## config.mk

```make
export PLATFORM = sky130hd
export DESIGN_NAME = phy_ctrl_reg
export DESIGN_NICKNAME = d
export VERILOG_FILES = /design/src/rtl/phy_ctrl_pkg.sv /design/src/rtl/strap_sync.sv /design/src/rtl/ctrl_regfile.sv /design/src/rtl/mii_gate.sv /design/src/rtl/phy_ctrl_reg.sv
export SDC_FILE = /design/constraint.sdc
export NUM_CORES = 1
export LEC_CHECK = 0
export CAP_MARGIN = 40
export CELL_PAD_IN_SITES_DETAIL_PLACEMENT = 0
export CELL_PAD_IN_SITES_GLOBAL_PLACEMENT = 2
export CORE_ASPECT_RATIO = 1.5
export CORE_UTILIZATION = 17
export CTS_CLUSTER_SIZE = 25
export DETAILED_ROUTE_END_ITERATION = 12
export GPL_TIMING_DRIVEN = 0
export PLACE_DENSITY_LB_ADDON = 0.1
export SLEW_MARGIN = 30
export SYNTH_ARGS = -nofsm -noshare
export SYNTH_HDL_FRONTEND = slang
export SYNTH_SLANG_ARGS = --single-unit
```

## constraint.sdc

```tcl
create_clock -name clk -period 2.3 [get_ports clk]
set_clock_uncertainty 0.1 [all_clocks]
set_input_delay 0.69 -clock clk [delete_from_list [all_inputs] [get_ports clk]]
set_output_delay 0.69 -clock clk [all_outputs]
set_load 0.03 [all_outputs]
```

## src/rtl/phy_ctrl_pkg.sv

```systemverilog
package phy_ctrl_pkg;
  localparam int BIT_RST  = 15;
  localparam int BIT_LOOP = 14;
  localparam int BIT_SPD  = 13;
  localparam int BIT_ANEG = 12;
  localparam int BIT_PDN  = 11;
  localparam int BIT_ISO  = 10;

  localparam int STRAP_N    = 4;
  localparam int STRAP_ANEG = 0;
  localparam int STRAP_FD   = 1;
  localparam int STRAP_HD   = 2;
  localparam int STRAP_ISO  = 3;

  typedef struct packed {
    logic loop;
    logic spd100;
    logic aneg;
    logic pdn;
    logic iso;
  } ctrl_t;

  function automatic ctrl_t strap_defaults(input logic [STRAP_N-1:0] s);
    ctrl_t c;
    c.loop   = 1'b0;
    c.pdn    = 1'b0;
    c.aneg   = s[STRAP_ANEG];
    c.iso    = s[STRAP_ISO];
    c.spd100 = ~(s[STRAP_ANEG] | (~s[STRAP_FD] & ~s[STRAP_HD]));
    return c;
  endfunction
endpackage

```

## src/rtl/strap_sync.sv

```systemverilog
module strap_sync #(
  parameter int N      = 4,
  parameter int STAGES = 2
) (
  input  logic         clk,
  input  logic         rst_n,
  input  logic [N-1:0] pin_i,
  output logic [N-1:0] sync_o
);
  for (genvar i = 0; i < N; i++) begin : g_bit
    logic [STAGES-1:0] sh_q, sh_d;
    always_comb sh_d = {sh_q[STAGES-2:0], pin_i[i]};
    always_ff @(posedge clk or negedge rst_n) begin
      if (!rst_n) sh_q <= '0;
      else        sh_q <= sh_d;
    end
    assign sync_o[i] = sh_q[STAGES-1];
  end
endmodule

```

## src/rtl/ctrl_regfile.sv

```systemverilog
module ctrl_regfile
  import phy_ctrl_pkg::*;
#(
  parameter int ADDR_W   = 5,
  parameter int DATA_W   = 16,
  parameter int REG_ADDR = 0,
  parameter int STAGES   = 2
) (
  input  logic               clk,
  input  logic               rst_n,
  input  logic [ADDR_W-1:0]  addr_i,
  input  logic [DATA_W-1:0]  wdata_i,
  input  logic               we_i,
  input  logic [STRAP_N-1:0] strap_s_i,
  output ctrl_t              ctrl_o,
  output logic [DATA_W-1:0]  rdata_o
);
  localparam int CNT_W    = $clog2(STAGES + 2);
  localparam int CNT_LOAD = STAGES;
  localparam int CNT_DONE = STAGES + 1;

  ctrl_t            ctrl_q, ctrl_d;
  logic [CNT_W-1:0] cnt_q, cnt_d;
  logic             iso_prev_q, iso_prev_d;
  logic             ctrl_en, cnt_en;
  logic             sel, sw_rst, init_load, init_done, iso_edge;
  logic             unused_wdata;

  assign sel          = we_i && (addr_i == ADDR_W'(REG_ADDR));
  assign sw_rst       = sel && wdata_i[BIT_RST];
  assign init_load    = (cnt_q == CNT_W'(CNT_LOAD));
  assign init_done    = (cnt_q == CNT_W'(CNT_DONE));
  assign iso_edge     = init_done && (strap_s_i[STRAP_ISO] != iso_prev_q);
  assign unused_wdata = ^wdata_i[BIT_ISO-1:0];

  // Next state: reload beats write, write beats a strap edge on isolate.
  always_comb begin
    ctrl_d     = ctrl_q;
    cnt_d      = cnt_q + CNT_W'(1);
    iso_prev_d = strap_s_i[STRAP_ISO];
    cnt_en     = !init_done;
    ctrl_en    = init_load || sel || iso_edge;
    if (init_load || sw_rst) begin
      ctrl_d = strap_defaults(strap_s_i);
    end else if (sel) begin
      ctrl_d.loop   = wdata_i[BIT_LOOP];
      ctrl_d.spd100 = wdata_i[BIT_SPD];
      ctrl_d.aneg   = wdata_i[BIT_ANEG];
      ctrl_d.pdn    = wdata_i[BIT_PDN];
      ctrl_d.iso    = wdata_i[BIT_ISO];
    end else if (iso_edge) begin
      ctrl_d.iso = strap_s_i[STRAP_ISO];
    end
  end

  always_ff @(posedge clk or negedge rst_n) begin
    if (!rst_n) begin
      ctrl_q     <= '0;
      cnt_q      <= '0;
      iso_prev_q <= 1'b0;
    end else begin
      if (ctrl_en) ctrl_q <= ctrl_d;
      if (cnt_en)  cnt_q  <= cnt_d;
      iso_prev_q <= iso_prev_d;
    end
  end

  always_comb begin
    rdata_o = '0;
    if (addr_i == ADDR_W'(REG_ADDR)) begin
      rdata_o[BIT_LOOP] = ctrl_q.loop;
      rdata_o[BIT_SPD]  = ctrl_q.spd100;
      rdata_o[BIT_ANEG] = ctrl_q.aneg;
      rdata_o[BIT_PDN]  = ctrl_q.pdn;
      rdata_o[BIT_ISO]  = ctrl_q.iso;
    end
  end

  assign ctrl_o = ctrl_q;

  // software reload clears powerdown and loop
  a_r4_swreset_clears: assert property (@(posedge clk) disable iff (!rst_n)
    sw_rst |=> (!ctrl_q.pdn && !ctrl_q.loop));
  // writes elsewhere leave the register alone
  a_r3_other_addr_stable: assert property (@(posedge clk) disable iff (!rst_n)
    (we_i && !sel && !init_load && !iso_edge) |=> $stable(ctrl_q));
  // an unopposed strap edge lands in the isolate bit
  a_r5_iso_follows_pin: assert property (@(posedge clk) disable iff (!rst_n)
    (iso_edge && !sel) |=> (ctrl_q.iso == $past(strap_s_i[STRAP_ISO])));
endmodule

```

## src/rtl/mii_gate.sv

```systemverilog
module mii_gate
  import phy_ctrl_pkg::*;
#(
  parameter int NIB_W = 4
) (
  input  ctrl_t            ctrl_i,
  input  logic             aneg_speed100_i,
  input  logic [NIB_W-1:0] mac_txd_i,
  input  logic             mac_txen_i,
  input  logic             mac_txer_i,
  input  logic [NIB_W-1:0] line_rxd_i,
  input  logic             line_rxdv_i,
  input  logic             line_rxer_i,
  output logic [NIB_W-1:0] line_txd_o,
  output logic             line_txen_o,
  output logic             line_txer_o,
  output logic [NIB_W-1:0] mac_rxd_o,
  output logic             mac_rxdv_o,
  output logic             mac_rxer_o,
  output logic             mii_oe_o,
  output logic             speed100_o,
  output logic             loop_on_o
);
  logic gated, loop_act;

  assign gated      = ctrl_i.pdn | ctrl_i.iso;
  assign loop_act   = ctrl_i.loop & ~ctrl_i.aneg & ~gated;
  assign mii_oe_o   = ~gated;
  assign loop_on_o  = loop_act;
  assign speed100_o = ctrl_i.aneg ? aneg_speed100_i : ctrl_i.spd100;

  always_comb begin
    line_txd_o  = '0;
    line_txen_o = 1'b0;
    line_txer_o = 1'b0;
    mac_rxd_o   = '0;
    mac_rxdv_o  = 1'b0;
    mac_rxer_o  = 1'b0;
    if (!gated) begin
      if (loop_act) begin
        mac_rxd_o  = mac_txd_i;
        mac_rxdv_o = mac_txen_i;
        mac_rxer_o = mac_txer_i;
      end else begin
        line_txd_o  = mac_txd_i;
        line_txen_o = mac_txen_i;
        line_txer_o = mac_txer_i;
        mac_rxd_o   = line_rxd_i;
        mac_rxdv_o  = line_rxdv_i;
        mac_rxer_o  = line_rxer_i;
      end
    end
  end
endmodule

```

## src/rtl/phy_ctrl_reg.sv

```systemverilog
module phy_ctrl_reg
  import phy_ctrl_pkg::*;
#(
  parameter int ADDR_W      = 5,
  parameter int DATA_W      = 16,
  parameter int NIB_W       = 4,
  parameter int REG_ADDR    = 0,
  parameter int SYNC_STAGES = 2
) (
  input  logic              clk,
  input  logic              rst_n,
  input  logic [ADDR_W-1:0] mgmt_addr,
  input  logic [DATA_W-1:0] mgmt_wdata,
  input  logic              mgmt_we,
  output logic [DATA_W-1:0] mgmt_rdata,
  input  logic              strap_aneg,
  input  logic              strap_fd100,
  input  logic              strap_hd100,
  input  logic              strap_iso,
  input  logic              aneg_speed100,
  input  logic [NIB_W-1:0]  mac_txd,
  input  logic              mac_txen,
  input  logic              mac_txer,
  output logic [NIB_W-1:0]  mac_rxd,
  output logic              mac_rxdv,
  output logic              mac_rxer,
  output logic [NIB_W-1:0]  line_txd,
  output logic              line_txen,
  output logic              line_txer,
  input  logic [NIB_W-1:0]  line_rxd,
  input  logic              line_rxdv,
  input  logic              line_rxer,
  output logic              mii_oe,
  output logic              speed100,
  output logic              loop_on
);
  logic [STRAP_N-1:0] strap_raw, strap_s;
  ctrl_t              ctrl;

  always_comb begin
    strap_raw             = '0;
    strap_raw[STRAP_ANEG] = strap_aneg;
    strap_raw[STRAP_FD]   = strap_fd100;
    strap_raw[STRAP_HD]   = strap_hd100;
    strap_raw[STRAP_ISO]  = strap_iso;
  end

  strap_sync #(.N(STRAP_N), .STAGES(SYNC_STAGES)) i_sync (
    .clk(clk), .rst_n(rst_n), .pin_i(strap_raw), .sync_o(strap_s)
  );

  ctrl_regfile #(
    .ADDR_W(ADDR_W), .DATA_W(DATA_W), .REG_ADDR(REG_ADDR), .STAGES(SYNC_STAGES)
  ) i_regs (
    .clk(clk), .rst_n(rst_n), .addr_i(mgmt_addr), .wdata_i(mgmt_wdata),
    .we_i(mgmt_we), .strap_s_i(strap_s), .ctrl_o(ctrl), .rdata_o(mgmt_rdata)
  );

  mii_gate #(.NIB_W(NIB_W)) i_gate (
    .ctrl_i(ctrl), .aneg_speed100_i(aneg_speed100),
    .mac_txd_i(mac_txd), .mac_txen_i(mac_txen), .mac_txer_i(mac_txer),
    .line_rxd_i(line_rxd), .line_rxdv_i(line_rxdv), .line_rxer_i(line_rxer),
    .line_txd_o(line_txd), .line_txen_o(line_txen), .line_txer_o(line_txer),
    .mac_rxd_o(mac_rxd), .mac_rxdv_o(mac_rxdv), .mac_rxer_o(mac_rxer),
    .mii_oe_o(mii_oe), .speed100_o(speed100), .loop_on_o(loop_on)
  );

  // a disabled MII carries nothing either way
  a_r7_quiet_when_gated: assert property (@(posedge clk) disable iff (!rst_n)
    !mii_oe |-> (!line_txen && !line_txer && !mac_rxdv && !mac_rxer));
  // loopback mirrors transmit onto receive with the line idle
  a_r8_loop_mirror: assert property (@(posedge clk) disable iff (!rst_n)
    loop_on |-> (mac_rxd == mac_txd && mac_rxdv == mac_txen && !line_txen));
  // normal passthrough in both directions
  a_r10_passthrough: assert property (@(posedge clk) disable iff (!rst_n)
    (mii_oe && !loop_on) |-> (line_txd == mac_txd && mac_rxd == line_rxd));
endmodule

```

Word-level counts from Yosys, hierarchy flattened
Cells that the tools add are included.
- bitwise operators: 10
- add/subtract/negate cells: 1
- multiplexer cells: 18
- eq/ne operators: 3
- reduce and logical (&&, ||, !) cells: 11
- operators with widths (cell ; number):
    two-way mux 4 bit ; 5
    two-way mux 1 bit ; 11
    two-way mux 5 bit ; 2
    logical NOT 5 bit ; 1
    NOT 1 bit ; 5
    equality test 2 bit (second input constant) ; 2
    AND reduction 2 bit ; 2
    bitwise AND 1 bit ; 3
    logical AND 1 bit ; 3
    logical OR 1 bit ; 3
    nonzero test 3 bit ; 1
    adder 2 x 1 -> 2 bit (second input constant) ; 1
    bitwise OR 1 bit ; 2
    nonzero test 2 bit ; 1
    inequality test 1 bit ; 1
- output and inout port bits: 31
- bits in registers: 16
- word-level logic and storage cells: 54

Depth between registers and ports, before layout
- depth in word-level cells: 6
- gate-level depth with buffers: 6
- mapped depth without buffers: 6

Hierarchy
Synthesis repeated with hierarchy kept, for this count alone.
- cell total of the unflattened synthesis: 107
- area, all modules: 991.0 µm²
- modules (own cells, without submodules) (module ; cells each ; area each (µm²) ; times used ; seq. area each (µm²)):
    ctrl_regfile ; 63 ; 566.8 ; 1 ; 200.2
    strap_sync ; 12 ; 230.2 ; 1 ; 200.2
    mii_gate ; 32 ; 193.9 ; 1 ; 0.0

Worst setup path after synthesis
OpenSTA, ideal clock, no wires.
- path type: input to output
- start point: input mgmt_addr[1]
- end point: output mgmt_rdata[10]
- stages: 3
- buffers on the path: 0
- data required time: 1.510 ns
- slack: -0.018 ns
- arrival time: 1.528 ns
- cells stage by stage: nor4_4 nor2b_1 and2_1
- longest elaborated chain between the ends: 2
- ends and longest elaborated chain (item ; line ; source):
    start, declared ; phy_ctrl_reg.sv:12 ; input logic [ADDR_W-1:0] mgmt_addr,
    logical NOT 5 bit ; ctrl_regfile.sv:70 ; if (addr_i == ADDR_W'(REG_ADDR)) begin
    two-way mux 5 bit ; ctrl_regfile.sv:70 ;
    end, declared ; phy_ctrl_reg.sv:15 ; output logic [DATA_W-1:0] mgmt_rdata,
Every way passes these cells.

Final worst setup path
- start point: input mgmt_addr[0]
- end point: output mgmt_rdata[14]
Same word-level chain as after synthesis.

==> reports/qor.txt <==
hold buffer count at CTS = 0
Worst Path Arrival = 1.61 ns
EDFF count, synth = 0
most frequent cells in the layout = buf_4, dfrtp_1, clkdlybuf4s50_1
fin. max-slew vios = 0
Top FF cell, synth = dfrtp_1
clk buf depth = 2
Final ANT Viol Nets = 0
share of cells above drive strength 1 = 37.5%
initial antenna violation count = 0
DRC viols = 0
maximum clock frequency = 416 MHz
Detailed Route WL = 2410 um
H-tree levels = 1
Worst setup EP type = output pin
worst setup margin = -0.102 ns
TritonCTS clock tree = yes
number of synthesized register bits = 16
GPL Wtd Cong = 0.728
Min-Delay Path Depth = 0
CTS Buf Count = 3
clock slew at reported path FFs = 0.06 ns
syn avg cell area = 9.75 sq um
Synth warnings = 0
worst skew pair latency = 0.25 ns
Synth cell types = 28
Vias/cell = 3.78
Hold Crit Endpoint = i_sync.g_bit[3].sh_q[1]$_DFF_PN0_
worst slew pin tran = 0.721 ns
synthesized area = 926 sq um
Worst R2R Setup Slack = 0.38 ns
GRT Residual Overflow = 0
Setup crit start kind = input pin
Non-Filler Instances = 228
Final Instance Area = 0.00163 sq mm
Hold Path Class = flip-flop to flip-flop
Hold Vio Cnt, Final = 0
P_leak = 0.818 nW
sequential area share after synthesis = 43.2%
GRT Total Usage = 8.57%
clock sink count = 16
First DRT Iteration DRCs = 7
Max VDD drop = 0.393 mV
detailed placer's ending HPWL = 1920 um
Pwr per Cell Area = 541 mW/mm^2
DP Area = 0.00156 sq mm
RR Endpoint = i_regs.ctrl_o[0]$_DFFE_PN0P_
most common cell after layout, fill and taps aside = buf_4
status = complete, but fails checks
first-pass GRT wire length = 3890 um
Die Wd = 62.3 um
vias in the first global route = 859
minimum hold slack = 0.249 ns
Final period util = 104%
clk root buf = clkbuf_8
Worst EP required = 1.51 ns
Boundary Pins = 72
largest net degree at the start of global routing = 17
Setup CP Type = input pin to output pin
reg2reg path depth = 6
Mapped Cells = 95
Crit Path Max Fanout = 5
die span in y = 92.4 um
failing checks = negative setup slack
fin crit period = 2.40 ns
Finish-stage setup viols = 5
Layout Nets = 204
row count = 32
DR vias = 862
MaxCap Viol Count = 0
Core Region = 0.00520 sq mm
Place WS = -1.27 ns
Max transition margin = 51.8%
Cell Count Post-Placement = 223
area of the die = 0.00575 sq mm
Inserted Diodes = 0
r2r startpoint = i_regs.cnt_q[0]$_DFFE_PN0P_
Initial Util = 17.8%
I/O Buffers = 50
ys async rst share = 100%
RSZ-0062 raised after global routing = true
hold_sp = i_sync.g_bit[3].sh_q[0]$_DFF_PN0_
DR WL/cell = 10.6 um
crit path from = mgmt_addr[0]
DR pass1 iterations = 4
Area growth syn-to-layout = 76.1%
==> sequential cells by signal, summed over array words and instances (netlist names) <==
signal	flops
i_sync.g_bit.sh_q	8
i_regs.ctrl_o	5
i_regs.iso_prev_q	1
i_regs.cnt_q	2
==> layer usage <==
layer	track usage [%]	wire (um)	vias up
li1	-	-	428
met1	9.42	968	384
met2	15.3	1220	45
met3	2.09	180	5
met4	4.07	44	0
met5	0	0	-
==> synth_stat cells (all sizes together) (2+ instances only) <==
cell,instances,area (sq um)
nand2,14,52.6
o22a,4,35.0
ha,2,25.0
a21oi,9,45.0
nand2b,3,18.8
and3,6,37.5
nor2,3,11.3
inv,2,7.51
clkbuf,2,7.51
mux2,3,37.5
buf,12,93.8
dfrtp,16,400
nor2b,2,12.5
and2,5,31.3
nand3b,2,15.0
==> stage by stage <==
stage / TNS (ns) / power, mW / utilization, %
detailed placement: -13.33 / 0.646 / 29.9
CTS: -0.690 / 0.894 / 30.9
global route: -0.937 / 0.930 / 31.3
floorplan: 0 / 0.512 / -
finish: -0.502 / 0.881 / 31.3
global placement: -13.40 / 0.646 / 29.9
==> power by group <==
part           switching (mW)  internal (mW)
Combinational           0.167          0.147
Clock                  0.0905          0.152
Sequential             0.0200          0.306
==> repair_timing <==
item                       in CTS  in global routing
pin swaps                      10                  4
resized for setup             154                 12
hold endpoints to repair        0                  0
gates cloned                    0                  0
setup buffers                   2                  0
setup endpoints to repair      20                 15
==> final cells by class <==
class / count / area (sq um)
fill: 568 / 3570
multi-input combinational: 73 / 497
timing repair buffer: 52 / 483
sequential: 16 / 402
buffer: 13 / 101
tap: 68 / 85.1
clock buffer: 4 / 55.1
inverter: 2 / 7.51
==> worst max-delay path, stage by stage <==
cell and delay [ns]:
buf_6 0.09, nor4_4 0.29, nor2b_4 0.25, and2_4 0.16, buf_6 0.12
==> worst max path at each step <==
stage	end	slack, ns	cells past startpoint
after floorplan	line_txd[0]	0.04	4
after global placement	mgmt_rdata[14]	-1.26	5
after detailed placement	mgmt_rdata[14]	-1.27	5
after CTS	mgmt_rdata[11]	-0.14	5
after global routing	mgmt_rdata[14]	-0.17	5
final	mgmt_rdata[14]	-0.10	5
==> cell families (layout without fill, tap and decap cells) <==
| group | count (synthesis) | after routing | synth area share (%) |
|---|---|---|---|
| AND/OR/NAND/NOR | 40 | 40 | 25.4 |
| flip-flops | 16 | 16 | 43.2 |
| buffers and inverters | 16 | 71 | 11.8 |
| AO/OA/AOI/OAI | 15 | 15 | 10.5 |
| multiplexers | 3 | 3 | 4.05 |
| adder cells (fa/ha/maj) | 2 | 2 | 2.70 |
| XOR/XNOR | 2 | 2 | 1.89 |
| other | 1 | 11 | 0.405 |
Note: power is estimated with default switching activity, not from simulation.
